## config.mk

```make
export PLATFORM = sky130hd
export DESIGN_NAME = i2c_hs_target
export DESIGN_NICKNAME = d
export VERILOG_FILES = /design/src/rtl/i2c_hs_pkg.sv /design/src/rtl/i2c_line_events.sv /design/src/rtl/i2c_strap_decode.sv /design/src/rtl/i2c_hs_target.sv
export SDC_FILE = /design/constraint.sdc
export NUM_CORES = 1
export LEC_CHECK = 0
export BUFFER_PORTS_ARGS = -buffer_cell sky130_fd_sc_hd__buf_2
export CORE_UTILIZATION = 59
export DETAILED_ROUTE_END_ITERATION = 7
export GPL_TIMING_DRIVEN = 1
export PLACE_DENSITY = 0.85
export SLEW_MARGIN = 25
export SYNTH_ARGS = -nofsm -noshare
export SYNTH_HDL_FRONTEND = slang
export SYNTH_HIERARCHICAL = 1
export SYNTH_SLANG_ARGS = --single-unit
```

## constraint.sdc

```tcl
create_clock -name clk -period 2.5 [get_ports clk]
set_input_delay 0.75 -clock clk [delete_from_list [all_inputs] [get_ports clk]]
set_output_delay 0.75 -clock clk [all_outputs]
set_load 0.01 [all_outputs]
```

## src/rtl/i2c_hs_pkg.sv

```systemverilog
package i2c_hs_pkg;

    // Strap pin coding: bit 1 set means the pin is left open.
    typedef enum logic [1:0] {
        LVL_LOW  = 2'b00,
        LVL_HIGH = 2'b01,
        LVL_OPEN = 2'b10
    } strap_lvl_e;

    typedef struct packed {
        logic       ok;
        logic [6:0] addr;
    } dev_addr_t;

    typedef enum logic [3:0] {
        ST_IDLE,
        ST_ADDR,
        ST_AACK,
        ST_AHOLD,
        ST_WDATA,
        ST_WACK,
        ST_WHOLD,
        ST_RDATA,
        ST_RACK,
        ST_RNEXT,
        ST_SKIP
    } tgt_state_e;

    localparam logic [4:0] HS_CODE_PFX = 5'b00001;
    localparam logic [3:0] ADDR_BASE   = 4'b1001;

    // Three-level strap pair to 7-bit address. Both open is invalid.
    function automatic dev_addr_t strap_to_addr(input logic [1:0] pa, input logic [1:0] pb);
        dev_addr_t r;
        logic      a_open;
        logic      b_open;
        a_open    = pa[1];
        b_open    = pb[1];
        r.ok      = !(a_open && b_open);
        r.addr[6:3] = ADDR_BASE;
        if (a_open) begin
            r.addr[2:0] = {pb[0], 2'b11};
        end else begin
            r.addr[2:0] = {pa[0], (b_open ? 2'b01 : {pb[0], 1'b0})};
        end
        return r;
    endfunction

endpackage

```

## src/rtl/i2c_line_events.sv

```systemverilog
module i2c_line_events (
    input  logic clk,
    input  logic rst,
    input  logic scl_i,
    input  logic sda_i,
    output logic ev_start,
    output logic ev_stop,
    output logic ev_rise,
    output logic ev_fall
);
    logic scl_q;
    logic sda_q;

    always_ff @(posedge clk) begin
        if (rst) begin
            scl_q <= 1'b1;
            sda_q <= 1'b1;
        end else begin
            scl_q <= scl_i;
            sda_q <= sda_i;
        end
    end

    // Data moving while the clock stays high marks a bus condition.
    always_comb begin
        ev_start = scl_i && scl_q && sda_q && !sda_i;
        ev_stop  = scl_i && scl_q && !sda_q && sda_i;
        ev_rise  = scl_i && !scl_q;
        ev_fall  = !scl_i && scl_q;
    end

endmodule

```

## src/rtl/i2c_strap_decode.sv

```systemverilog
module i2c_strap_decode
    import i2c_hs_pkg::*;
(
    input  logic [1:0] strap_a_i,
    input  logic [1:0] strap_b_i,
    output dev_addr_t  addr_o
);
    always_comb begin
        addr_o = strap_to_addr(strap_a_i, strap_b_i);
    end
endmodule

```

## src/rtl/i2c_hs_target.sv

```systemverilog
module i2c_hs_target
    import i2c_hs_pkg::*;
#(
    parameter int         RES_W     = 16,
    parameter logic [7:0] CFG_RESET = 8'h0C
) (
    input  logic             clk,
    input  logic             rst,
    input  logic             scl_i,
    input  logic             sda_i,
    input  logic [1:0]       strap_a_i,
    input  logic [1:0]       strap_b_i,
    input  logic             res_vld_i,
    input  logic [RES_W-1:0] res_data_i,
    output logic             sda_oe_o,
    output logic             hs_mode_o,
    output logic [7:0]       cfg_o
);
    localparam int               RES_BYTES = RES_W / 8;
    localparam int               IDX_W     = $clog2(RES_BYTES + 1);
    localparam logic [IDX_W-1:0] IDX_CFG   = IDX_W'(RES_BYTES);
    localparam logic [IDX_W-1:0] IDX_ONE   = IDX_W'(1);

    logic       ev_start, ev_stop, ev_rise, ev_fall;
    dev_addr_t  self_addr;

    tgt_state_e       state_q;
    logic [2:0]       bitcnt_q;
    logic [6:0]       rx_q;
    logic [7:0]       tx_q;
    logic [IDX_W-1:0] idx_q;
    logic             rnw_q;
    logic [RES_W-1:0] res_q;
    logic [RES_W-1:0] snap_q;
    logic [7:0]       cfg_q;
    logic             oe_q;
    logic             hs_q;
    logic [7:0]       rx_byte;
    logic [7:0]       sel_byte;

    i2c_line_events u_events (
        .clk      (clk),
        .rst      (rst),
        .scl_i    (scl_i),
        .sda_i    (sda_i),
        .ev_start (ev_start),
        .ev_stop  (ev_stop),
        .ev_rise  (ev_rise),
        .ev_fall  (ev_fall)
    );

    i2c_strap_decode u_strap (
        .strap_a_i (strap_a_i),
        .strap_b_i (strap_b_i),
        .addr_o    (self_addr)
    );

    assign rx_byte = {rx_q, sda_i};

    // Read byte selection: snapshot bytes high to low, then configuration.
    always_comb begin
        sel_byte = cfg_q;
        for (int k = 0; k < RES_BYTES; k++) begin
            if (idx_q == IDX_W'(k)) begin
                sel_byte = snap_q[RES_W-1-8*k -: 8];
            end
        end
    end

    // Result holding register, zero until the first strobe.
    always_ff @(posedge clk) begin
        if (rst) begin
            res_q <= '0;
        end else if (res_vld_i) begin
            res_q <= res_data_i;
        end
    end

    always_ff @(posedge clk) begin
        if (rst) begin
            state_q  <= ST_IDLE;
            bitcnt_q <= '0;
            rx_q     <= '0;
            tx_q     <= '0;
            idx_q    <= '0;
            rnw_q    <= 1'b0;
            snap_q   <= '0;
            cfg_q    <= CFG_RESET;
            oe_q     <= 1'b0;
            hs_q     <= 1'b0;
        end else if (ev_stop) begin
            state_q <= ST_IDLE;
            oe_q    <= 1'b0;
            hs_q    <= 1'b0;
        end else if (ev_start) begin
            state_q  <= ST_ADDR;
            bitcnt_q <= '0;
            oe_q     <= 1'b0;
        end else begin
            case (state_q)
                ST_ADDR: if (ev_rise) begin
                    rx_q     <= rx_byte[6:0];
                    bitcnt_q <= bitcnt_q + 3'd1;
                    if (bitcnt_q == 3'd7) begin
                        if (rx_byte[7:3] == HS_CODE_PFX) begin
                            hs_q    <= 1'b1;
                            state_q <= ST_SKIP;
                        end else if (self_addr.ok && rx_byte[7:1] == self_addr.addr) begin
                            rnw_q   <= rx_byte[0];
                            state_q <= ST_AACK;
                            if (rx_byte[0]) begin
                                snap_q <= res_q;
                                idx_q  <= '0;
                            end
                        end else begin
                            state_q <= ST_SKIP;
                        end
                    end
                end
                ST_AACK: if (ev_fall) begin
                    oe_q    <= 1'b1;
                    state_q <= ST_AHOLD;
                end
                ST_AHOLD: if (ev_fall) begin
                    bitcnt_q <= '0;
                    if (rnw_q) begin
                        tx_q    <= sel_byte;
                        oe_q    <= ~sel_byte[7];
                        state_q <= ST_RDATA;
                    end else begin
                        oe_q    <= 1'b0;
                        state_q <= ST_WDATA;
                    end
                end
                ST_WDATA: if (ev_rise) begin
                    rx_q     <= rx_byte[6:0];
                    bitcnt_q <= bitcnt_q + 3'd1;
                    if (bitcnt_q == 3'd7) begin
                        cfg_q   <= rx_byte;
                        state_q <= ST_WACK;
                    end
                end
                ST_WACK: if (ev_fall) begin
                    oe_q    <= 1'b1;
                    state_q <= ST_WHOLD;
                end
                ST_WHOLD: if (ev_fall) begin
                    oe_q     <= 1'b0;
                    bitcnt_q <= '0;
                    state_q  <= ST_WDATA;
                end
                ST_RDATA: if (ev_fall) begin
                    if (bitcnt_q == 3'd7) begin
                        oe_q    <= 1'b0;
                        state_q <= ST_RACK;
                    end else begin
                        bitcnt_q <= bitcnt_q + 3'd1;
                        tx_q     <= {tx_q[6:0], 1'b0};
                        oe_q     <= ~tx_q[6];
                    end
                end
                ST_RACK: if (ev_rise) begin
                    if (sda_i) begin
                        state_q <= ST_SKIP;
                    end else begin
                        if (idx_q != IDX_CFG) begin
                            idx_q <= idx_q + IDX_ONE;
                        end
                        state_q <= ST_RNEXT;
                    end
                end
                ST_RNEXT: if (ev_fall) begin
                    tx_q     <= sel_byte;
                    oe_q     <= ~sel_byte[7];
                    bitcnt_q <= '0;
                    state_q  <= ST_RDATA;
                end
                default: ;
            endcase
        end
    end

    assign sda_oe_o  = oe_q;
    assign hs_mode_o = hs_q;
    assign cfg_o     = cfg_q;

    // the mode flag is gone one clock after a STOP.
    p_hs_clear_r4: assert property (@(posedge clk) disable iff (rst)
        ev_stop |=> !hs_mode_o);

    // the mode flag can only come from a completed address-phase byte.
    p_hs_source_r3: assert property (@(posedge clk) disable iff (rst)
        $rose(hs_mode_o) |-> $past(state_q == ST_ADDR));

    // the data enable moves only behind a clock-low sample or a bus condition.
    p_oe_edge_r5: assert property (@(posedge clk) disable iff (rst)
        !$stable(sda_oe_o) |-> $past(!scl_i || ev_start || ev_stop));

    // no drive while idle or while ignoring the bus.
    p_quiet_r6: assert property (@(posedge clk) disable iff (rst)
        (state_q == ST_IDLE || state_q == ST_SKIP) |-> !sda_oe_o);

    // configuration changes only out of a write data byte.
    p_cfg_src_r7: assert property (@(posedge clk) disable iff (rst)
        !$stable(cfg_o) |-> $past(state_q == ST_WDATA));

    // snapshot frozen while bytes are shifting out.
    p_snap_hold_r9: assert property (@(posedge clk) disable iff (rst)
        (state_q == ST_RDATA && $past(state_q == ST_RDATA)) |-> $stable(snap_q));

endmodule

```

=== Yosys cells after proc, flatten, opt, wreduce, memory -nomap -nowiden ===
Cells that the tools add are included.

* Reductions and logical operators: 37
* Eq/ne operators: 49
* Mux-type cells: 51
* Bitwise gates (word level): 5
* Add/sub/neg operators: 2

{| class="wikitable"
|+ Operator list
! cell !! count
|-
| 2-to-1 mux 4 bit || 14
|-
| != test 2 bit, second input constant || 20
|-
| != test 3 bit, second input constant || 13
|-
| case mux 4 bit (9 select lines) || 1
|-
| 2-to-1 mux 7 bit || 5
|-
| AND reduction 13 bit || 2
|-
| 2-to-1 mux 2 bit || 11
|-
| case mux 7 bit (3 select lines) || 1
|-
| 2-to-1 mux 3 bit || 6
|-
| equality test 4 x 3 -> 1 bit, second input constant || 4
|-
| 2-to-1 mux 8 bit || 2
|-
| AND reduction 8 bit || 2
|-
| AND reduction 6 bit || 2
|-
| AND reduction 11 bit || 1
|-
| AND reduction 5 bit || 2
|-
| nonzero test 10 bit || 1
|-
| logical AND 1 bit || 9
|-
| case mux 3 bit (3 select lines) || 1
|-
| nonzero test 9 bit || 1
|-
| equality test 4 x 2 -> 1 bit, second input constant || 2
|-
| equality test 4 bit, second input constant || 2
|-
| 2-to-1 mux 1 bit || 8
|-
| equality test 7 bit || 1
|-
| AND reduction 7 bit || 1
|-
| other kinds (20) || 32
|}

* Input bits: 25
* Bits in registers: 68
* Logic and storage cells: 158

=== Depth between registers and ports, before layout ===
Gate-level depths: netlist of the first run.

* Depth in word-level cells: 10
* Mapped depth: 9
* Gate-level depth less buffers: 7

=== By module ===
The synthesis of the first run kept the hierarchy.

{| class="wikitable"
|+ Modules (own cells, without submodules)
! module !! cells an instance !! instances !! sequential area each (um^2) !! area each (um^2)
|-
| i2c_hs_target || 375 || 1 || 1321.3 || 3438.3
|-
| i2c_line_events || 8 || 1 || 40.0 || 85.1
|-
| i2c_strap_decode || 11 || 1 || 0.0 || 75.1
|}

=== Worst setup path after synthesis of the first run ===
No wires, ideal clock.

* Path kind: in2reg
* Start point: input sda_i
* End point: register cfg_q[2], in the netlist cfg_o[2]
* Data arrival time: 2.130 ns
* Slack: 0.250 ns
* Cell stages on the path: 6
* Path buffers: 1
* Data required time: 2.380 ns
* Cell sequence: and4b_1 -> or2_1 -> clkbuf_1 -> nor3_2 -> nand4_4 -> a211o_1

* Word-level cells in the longest chain between the ends: 4
* Elaborated cells between the ends (all ways): 6
* Those cells by class: bitwise: 2; reduce/logical: 4

{| class="wikitable"
|+ RTL lines
! what !! RTL line !! text
|-
| start: declaration || i2c_hs_target.sv:10 || <nowiki>input logic sda_i,</nowiki>
|-
| zero test 1 bit || i2c_line_events.sv:26 || <nowiki>ev_start = scl_i && scl_q && sda_q && !sda_i;</nowiki>
|-
| logical AND 1 bit || i2c_line_events.sv:26 ||
|-
| NOT 1 bit (no line) || -- ||
|-
| AND reduction 5 bit (no line) (*) || -- ||
|-
| end signal: assignment || i2c_hs_target.sv:139 || <nowiki>cfg_q <= rx_byte;</nowiki>
|-
| end: declaration || i2c_hs_target.sv:35 || <nowiki>logic [7:0] cfg_q;</nowiki>
|}

Mark *: on every way between the ends. The rest lies on a longest branch, timed or not.
A chain may end at the register's enable or synchronous reset.

=== Worst setup path in the final report of the first run ===
* Start point: register bitcnt_q[0]
* End point: register bitcnt_q[0]

* Word-level cells in the longest chain between the ends: 5
* Elaborated cells between the ends (all ways): 9
* Those cells by class: add/sub: 1; eq/ne: 2; mux: 5; reduce/logical: 1

{| class="wikitable"
|+ RTL lines
! what !! RTL line !! text
|-
| start: declaration || i2c_hs_target.sv:28 || <nowiki>logic [2:0] bitcnt_q;</nowiki>
|-
| start signal: assignment || i2c_hs_target.sv:103 || <nowiki>bitcnt_q <= bitcnt_q + 3'd1;</nowiki>
|-
| start signal: assignment || i2c_hs_target.sv:137 || <nowiki>bitcnt_q <= bitcnt_q + 3'd1;</nowiki>
|-
| start signal: assignment || i2c_hs_target.sv:157 || <nowiki>bitcnt_q <= bitcnt_q + 3'd1;</nowiki>
|-
| adder 3 x 1 -> 3 bit || i2c_hs_target.sv:103, i2c_hs_target.sv:137, i2c_hs_target.sv:157 ||
|-
| 2-to-1 mux 3 bit || i2c_hs_target.sv:153 || <nowiki>if (bitcnt_q == 3'd7) begin</nowiki>
|-
| 2-to-1 mux 3 bit || i2c_hs_target.sv:152 || <nowiki>ST_RDATA: if (ev_fall) begin</nowiki>
|-
| case mux 3 bit (3 select lines) || i2c_hs_target.sv:100 || <nowiki>case (state_q)</nowiki>
|-
| 2-to-1 mux 3 bit || i2c_hs_target.sv:95 || <nowiki>end else if (ev_start) begin</nowiki>
|}

Several ways; a longest one is shown, not always the timed one. The select of a mux whose other input is x is not followed.

==> impl_metrics.yaml, run 1 <==
clock_network:
  cts_resized: 0
  cts_tree: "done"
  numCtsBuffers: 9
  clock_latency_ps: 350
  cts_setup_buffers: 0
  path_clk_slew_ps: 70
  cts-root-buf: "clkbuf_8"
  clk_path_buf_depth: 2
  htree_levels: 3
  cts.sinks: 68
  hold_buffers: 0
drt:
  vias: 2909
  drtIter0Drc: 271
  via_per_inst: 5.77
  ant_nets: 0
  drt_first_pass_iters: 5
  drc_errors: 0
  wirelength_mm: 7.84
  wl_per_cell_um: 15.5
timing:
  slew_headroom: 0.533
  slew_violations: 0
  clock.fmax_ghz: 0.452
  hold_ws_ps: 462
  rsz0062_at_grt: "false"
  fin_crit_ps: 2210
  fin_crit_sh: 0.886
  fin_skew_ps: 4.33
  setup_viol: 0
  hold_viol: 0
  tns_ps: 0
  worst_pin_slew_ps: 699
pwr:
  netSwitchingPower_uw: 716
  pwr-share-clk: 0.365
  irDropWorstVdd_mv: 0.518
  switching_share: 0.281
  p_leak_uw: 0.00178
  p_int_uw: 1830
  power_density_nw_per_um2: 639
  seq_power_share: 0.461
  combPwrFrac: 0.174
placed_design:
  gp_congestion: 0.874
  portBuffers: 34
  dp.final_hpwl_mm: 5.50
  placed_area_um2: 3790
  placed_cells: 488
finish:
  fin_cells: 504
  n_antenna_cell: 0
  final_net_count: 454
  final.fill_count: 434
  drive_above_1_share: 0.186
  layout-area-overhead-vs-synth_pct: 11.0
  final_area_um2: 3990
grt:
  grt_busiest_layer: "met2"
  grt_pass1_wl_mm: 13.0
  grt_pass1_vias: 2733
  gr-usage-met2: 0.420
  grt_util_met3: 0.0636
  antenna_found_initial: 0
  grt_max_degree: 31
  gr-usage-met1: 0.347
  grt_use_total: 0.268
  grt-ovfl-total: 0
floorplanning:
  rows: 28
  ios: 35
  start_util: 0.611
  dieHeight_um: 80.1
  die_area_um2: 6420
  fp.dieW_um: 80.1
  core_um2: 5890
critical_path:
  slowest_stage: "a2111oi_4"
  start_kind: "flop"
  crit_fanout: 9
  crit_arrival_ps: 2490
  path_cells: "ha_1 > ha_1 > nand2b_1 > a2111oi_4 > o31ai_2 > or3b_1 > a21oi_1"
  crit_path_frequent_cell: "ha_1"
  cp-end-kind: "flop"
  critPathTopFamily: "compound AO/OA/AOI/OAI gates"
  crit_buf_inv: 0
  worst-endpoint-required_ps: 2780
  max_stage_delay_ps: 400
  path_class: "reg2reg"
yosys:
  synth_largest_area_cell: "dfxtp_1"
  synthDistinctLibCells: 63
  yosysWarnings: 6
  ys_seq_area_frac: 0.378
  netlist_top_cells_count: "70 x nor2_1, 68 x dfxtp_1, 62 x mux2i_1"
  async_flop_share: 0
  syn_area_um2: 3600
  yosysTopAreaCellShare: 0.378
  postSynthCellCount: 394
  ys_seq_elements: 68
  synth_edf_count: 0
  netlist_top_cells_area: "dfxtp_1 38%, mux2i_1 17%, nor2_1 7.3%"
  synth-main-ff-cell: "dfxtp_1"
  synth.avg_cell_area_um2: 9.13
  synth_most_common_cell: "nor2_1"
status:
  outcome: "completed"
min_path:
  hold_path_class: "reg2reg"
run:
  max-cap-violations: 0
-- cells by family (layout without fill, tap and decap cells) --
logic type                 count (synthesis)  count (layout)  synth area share
muxes                                     69              69             0.195
xor gates and xnor gates                   8               8            0.0195
and+or+nand+nor                          145             145             0.211
DFF                                       68              68             0.378
AOI/OAI and AO/OA                         57              57             0.114
buffers and inverters                     40              73            0.0619
adders and majority gates                  5               5            0.0174
other                                      2               4           0.00209
-- worst paths after layout --
check / from / end / slack [ps] / cells after the start
max reg2reg: bitcnt_q[0] / bitcnt_q[0] / 290 / 7
max: bitcnt_q[0] / bitcnt_q[0] / 290 / 7
min reg2reg: sda_oe_o / sda_oe_o / 460 / 2
min: sda_oe_o / sda_oe_o / 460 / 2
-- power groups by stage --
stage	Clock [uW]	Sequential [uW]	Combinational (uW)
after detailed placement	0	1200	438
final	931	1180	443
after global routing	998	1180	487
after global placement	0	1200	422
after CTS	929	1180	441
after floorplan	0	1160	382
-- placed cells by master, fill, tap and decap left out, drive strengths merged, types with 3 or more instances in the layout --
| cell type | netlist | routed |
|---|---|---|
| ha | 5 | 5 |
| nand2b | 3 | 3 |
| nor2b | 8 | 8 |
| mux2 | 7 | 7 |
| nor3 | 7 | 7 |
| nor2 | 70 | 70 |
| and2 | 4 | 4 |
| nand4 | 6 | 6 |
| inv | 11 | 12 |
| clkbuf | 11 | 13 |
| o22ai | 3 | 3 |
| or2 | 5 | 5 |
| conb | 2 | 4 |
| a211oi | 5 | 5 |
| and4b | 4 | 4 |
| nand2 | 20 | 20 |
| a21oi | 8 | 8 |
| xor2 | 6 | 6 |
| dfxtp | 68 | 68 |
| buf | 18 | 46 |
| o21ai | 18 | 18 |
| nor4 | 3 | 3 |
| mux2i | 62 | 62 |
| and3 | 3 | 3 |
| nand3 | 7 | 7 |
-- layout make-up --
cell class	instances	area, um^2	area share
multi-input combinational	288	2020	0.506
sequential	68	1360	0.341
timing repair buffer	46	273	0.0683
clock buffer	13	159	0.0398
tap	75	93.8	0.0235
clock inverter	3	43.8	0.0110
inverter	11	41.3	0.0103
-- registers in the layout (all words and copies together), names as in the netlist --
register and flops:
cfg_o 8, rx_q 7, u_events/sda_q 1, tx_q 7
snap_q 16, idx_q 2, u_events/scl_q 1, state_q 4
hs_mode_o 1, rnw_q 1, bitcnt_q 3, res_q 16
sda_oe_o 1
-- per-stage QoR --
stage,utilization,power (uW),setup WS (ps)
2_1_floorplan,-,1540,250
3_3_place_gp,0.644,1620,96.6
3_5_place_dp,0.644,1640,23.9
4_1_cts,0.679,2550,266
5_1_grt,0.679,2670,132
6_report,0.679,2550,286
-- worst register-to-register path, stage by stage, from the launching register on --
cell       delay, ps
dfxtp_1          320
ha_1             200
ha_1             330
nand2b_1         250
a2111oi_4        400
o31ai_2          160
or3b_1           370
a21oi_1          120
-- metal layers --
metal	vias up	share of wire
li1	1434	-
met1	1372	0.44
met2	85	0.48
met3	18	0.046
met4	0	0.026
met5	-	0
Power figures use the tool's default switching activity.
==> run 2, diff against run 1 <==
RECOVER_POWER = 100   (was default)
==> run 2 against run 1 <==
Fmax decreased by 2.1%. Count of clock-buffer cells in the layout unchanged. Setup slack got worse by 47 ps. Highest routed layer unchanged. Critical endpoint is now rx_q[3]. Global-route usage unchanged.
==> impl_metrics.yaml, run 2 (synthesis gave the netlist of run 1 again) <==
timing:
  tns_ps: 0
  clock.fmax_ghz: 0.442
  hold_viol: 0
  setup_ws_ps: 239
  setup_viol: 0
  rsz0062_at_grt: "false"
  fin_skew_ps: 6.53
  fin_crit_sh: 0.904
  fin_crit_ps: 2260
  slew_violations: 0
  worst_pin_slew_ps: 904
  slew_headroom: 0.397
critical_path:
  critPathTopFamily: "simple AND/OR/NAND/NOR gates"
  cp-end-kind: "flop"
  max_stage_delay_ps: 390
  reg2reg_depth: 7
  cp-startpoint: "scl_i"
  crit-reg2reg-capture: "bitcnt_q[0]"
  crit_end: "rx_q[3]"
  crit_buf_inv: 1
  crit_fanout: 7
  worst-endpoint-required_ps: 2690
  path_class: "in2reg"
  slowest_stage: "nor3_1"
  reg2reg_from: "bitcnt_q[0]"
  rrSetupSlack_ps: 260
  crit_arrival_ps: 2460
  crit_cells: 7
  start_kind: "input port"
  path_cells: "clkbuf_1 > and4b_1 > or2_0 > nor3_1 > nand3_2 > mux2i_1 > nor2_1"
clock_network:
  clock_latency_ps: 340
  clk_path_buf_depth: 2
  cts_setup_buffers: 0
  cts_tree: "done"
  cts-root-buf: "clkbuf_8"
  cts.sinks: 68
  numCtsBuffers: 9
  htree_levels: 3
  hold_buffers: 0
  cts_resized: 0
  path_clk_slew_ps: 80
pwr:
  power_density_nw_per_um2: 643
  power_uw: 2540
  irDropWorstVdd_mv: 0.513
  p_leak_uw: 0.00172
drt:
  vias: 2939
  wl_per_cell_um: 15.6
  via_per_inst: 5.83
  drc_errors: 0
  drt_first_pass_iters: 6
  ant_nets: 0
  wirelength_mm: 7.87
  drtIter0Drc: 259
run:
  max-cap-violations: 0
grt:
  antenna_found_initial: 0
  grt_pass1_wl_mm: 13.0
  grt_max_degree: 31
  grt_pass1_vias: 2733
  grt_use_total: 0.268
  grt-ovfl-total: 0
floorplanning:
  core_um2: 5890
  die_area_um2: 6420
  fp.dieW_um: 80.1
  rows: 28
  ios: 35
  start_util: 0.611
  dieHeight_um: 80.1
status:
  outcome: "completed"
finish:
  final_common_cell: "nor2_1"
  layout-area-overhead-vs-synth_pct: 9.74
  drive_above_1_share: 0.142
  layout_common_cells: "70 x nor2_1, 68 x dfxtp_1, 62 x mux2i_1, 21 x buf_2, 20 x nand2_1"
  regArea_um2: 1360
  n_antenna_cell: 0
  final_area_um2: 3950
  multiInputGateArea_um2: 2010
  final_net_count: 454
  final.fill_count: 448
placed_design:
  placed_area_um2: 3790
  place_ws_ps: 23.9
  gp_congestion: 0.874
  dp.final_hpwl_mm: 5.50
  portBuffers: 34
min_path:
  hold_path_class: "reg2reg"
[run 2: cell count changes in the layout (fill, tap and decap cells not counted)]
cell | previous run | this run
nor3_2 | 2 | 1
or2_1 | 5 | 3
a211oi_2 | 1 | 0
nand3_2 | 2 | 1
nand3_1 | 5 | 6
clkbuf_2 | 0 | 1
clkbuf_1 | 2 | 18
a211oi_1 | 4 | 5
buf_4 | 11 | 7
or2_0 | 0 | 2
buf_2 | 34 | 21
nor3_1 | 5 | 6
[run 2: where the power goes]
part | switching (uW) | leakage [uW] | internal (uW)
Sequential | 58.4 | 0.000552 | 1120
Combinational | 243 | 0.00106 | 188
Clock | 414 | 0.000104 | 518
[run 2: worst min-delay path by stage]
stage	from	end	slack [ps]	depth (start not counted)
2_1_floorplan	tx_q[0]	tx_q[0]	430	2
3_3_place_gp	tx_q[0]	tx_q[0]	450	2
3_5_place_dp	sda_oe_o	sda_oe_o	460	2
4_1_cts	sda_oe_o	sda_oe_o	470	2
5_1_grt	tx_q[0]	tx_q[0]	510	2
6_report	sda_oe_o	sda_oe_o	460	2
[run 2: tightest hold or removal path, delay by kind of cell (launching register included)]
family | cells | cell delay, ps
AO/OA/AOI/OAI | 1 | 60
flip-flops | 1 | 310
AND/OR/NAND/NOR | 1 | 50
[run 2: area by class of cell]
| type | instances | share of cell area |
|---|---|---|
| clock inverters | 3 | 0.0111 |
| clock buffers | 13 | 0.0402 |
| multi-input cells | 288 | 0.508 |
| inverters | 11 | 0.0105 |
| repair buffers | 46 | 0.0615 |
| well taps | 75 | 0.0238 |
| flip-flops and latches | 68 | 0.345 |
[run 2: per-stage QoR]
| step | utilization | instances | hold WS (ps) |
|---|---|---|---|
| 2_1_floorplan | - | 396 | 434 |
| 3_3_place_gp | 0.644 | 488 | 445 |
| 3_5_place_dp | 0.644 | 488 | 456 |
| 4_1_cts | 0.679 | 504 | 467 |
| 5_1_grt | 0.671 | 504 | 508 |
| 6_report | 0.671 | 504 | 464 |
[run 2: layer usage]
metal	part of all wire	up-vias	global-route usage
li1	-	1430	-
met3	0.051	22	0.0636
met4	0.029	0	0.123
met1	0.44	1384	0.347
met5	0	-	0
met2	0.48	103	0.420
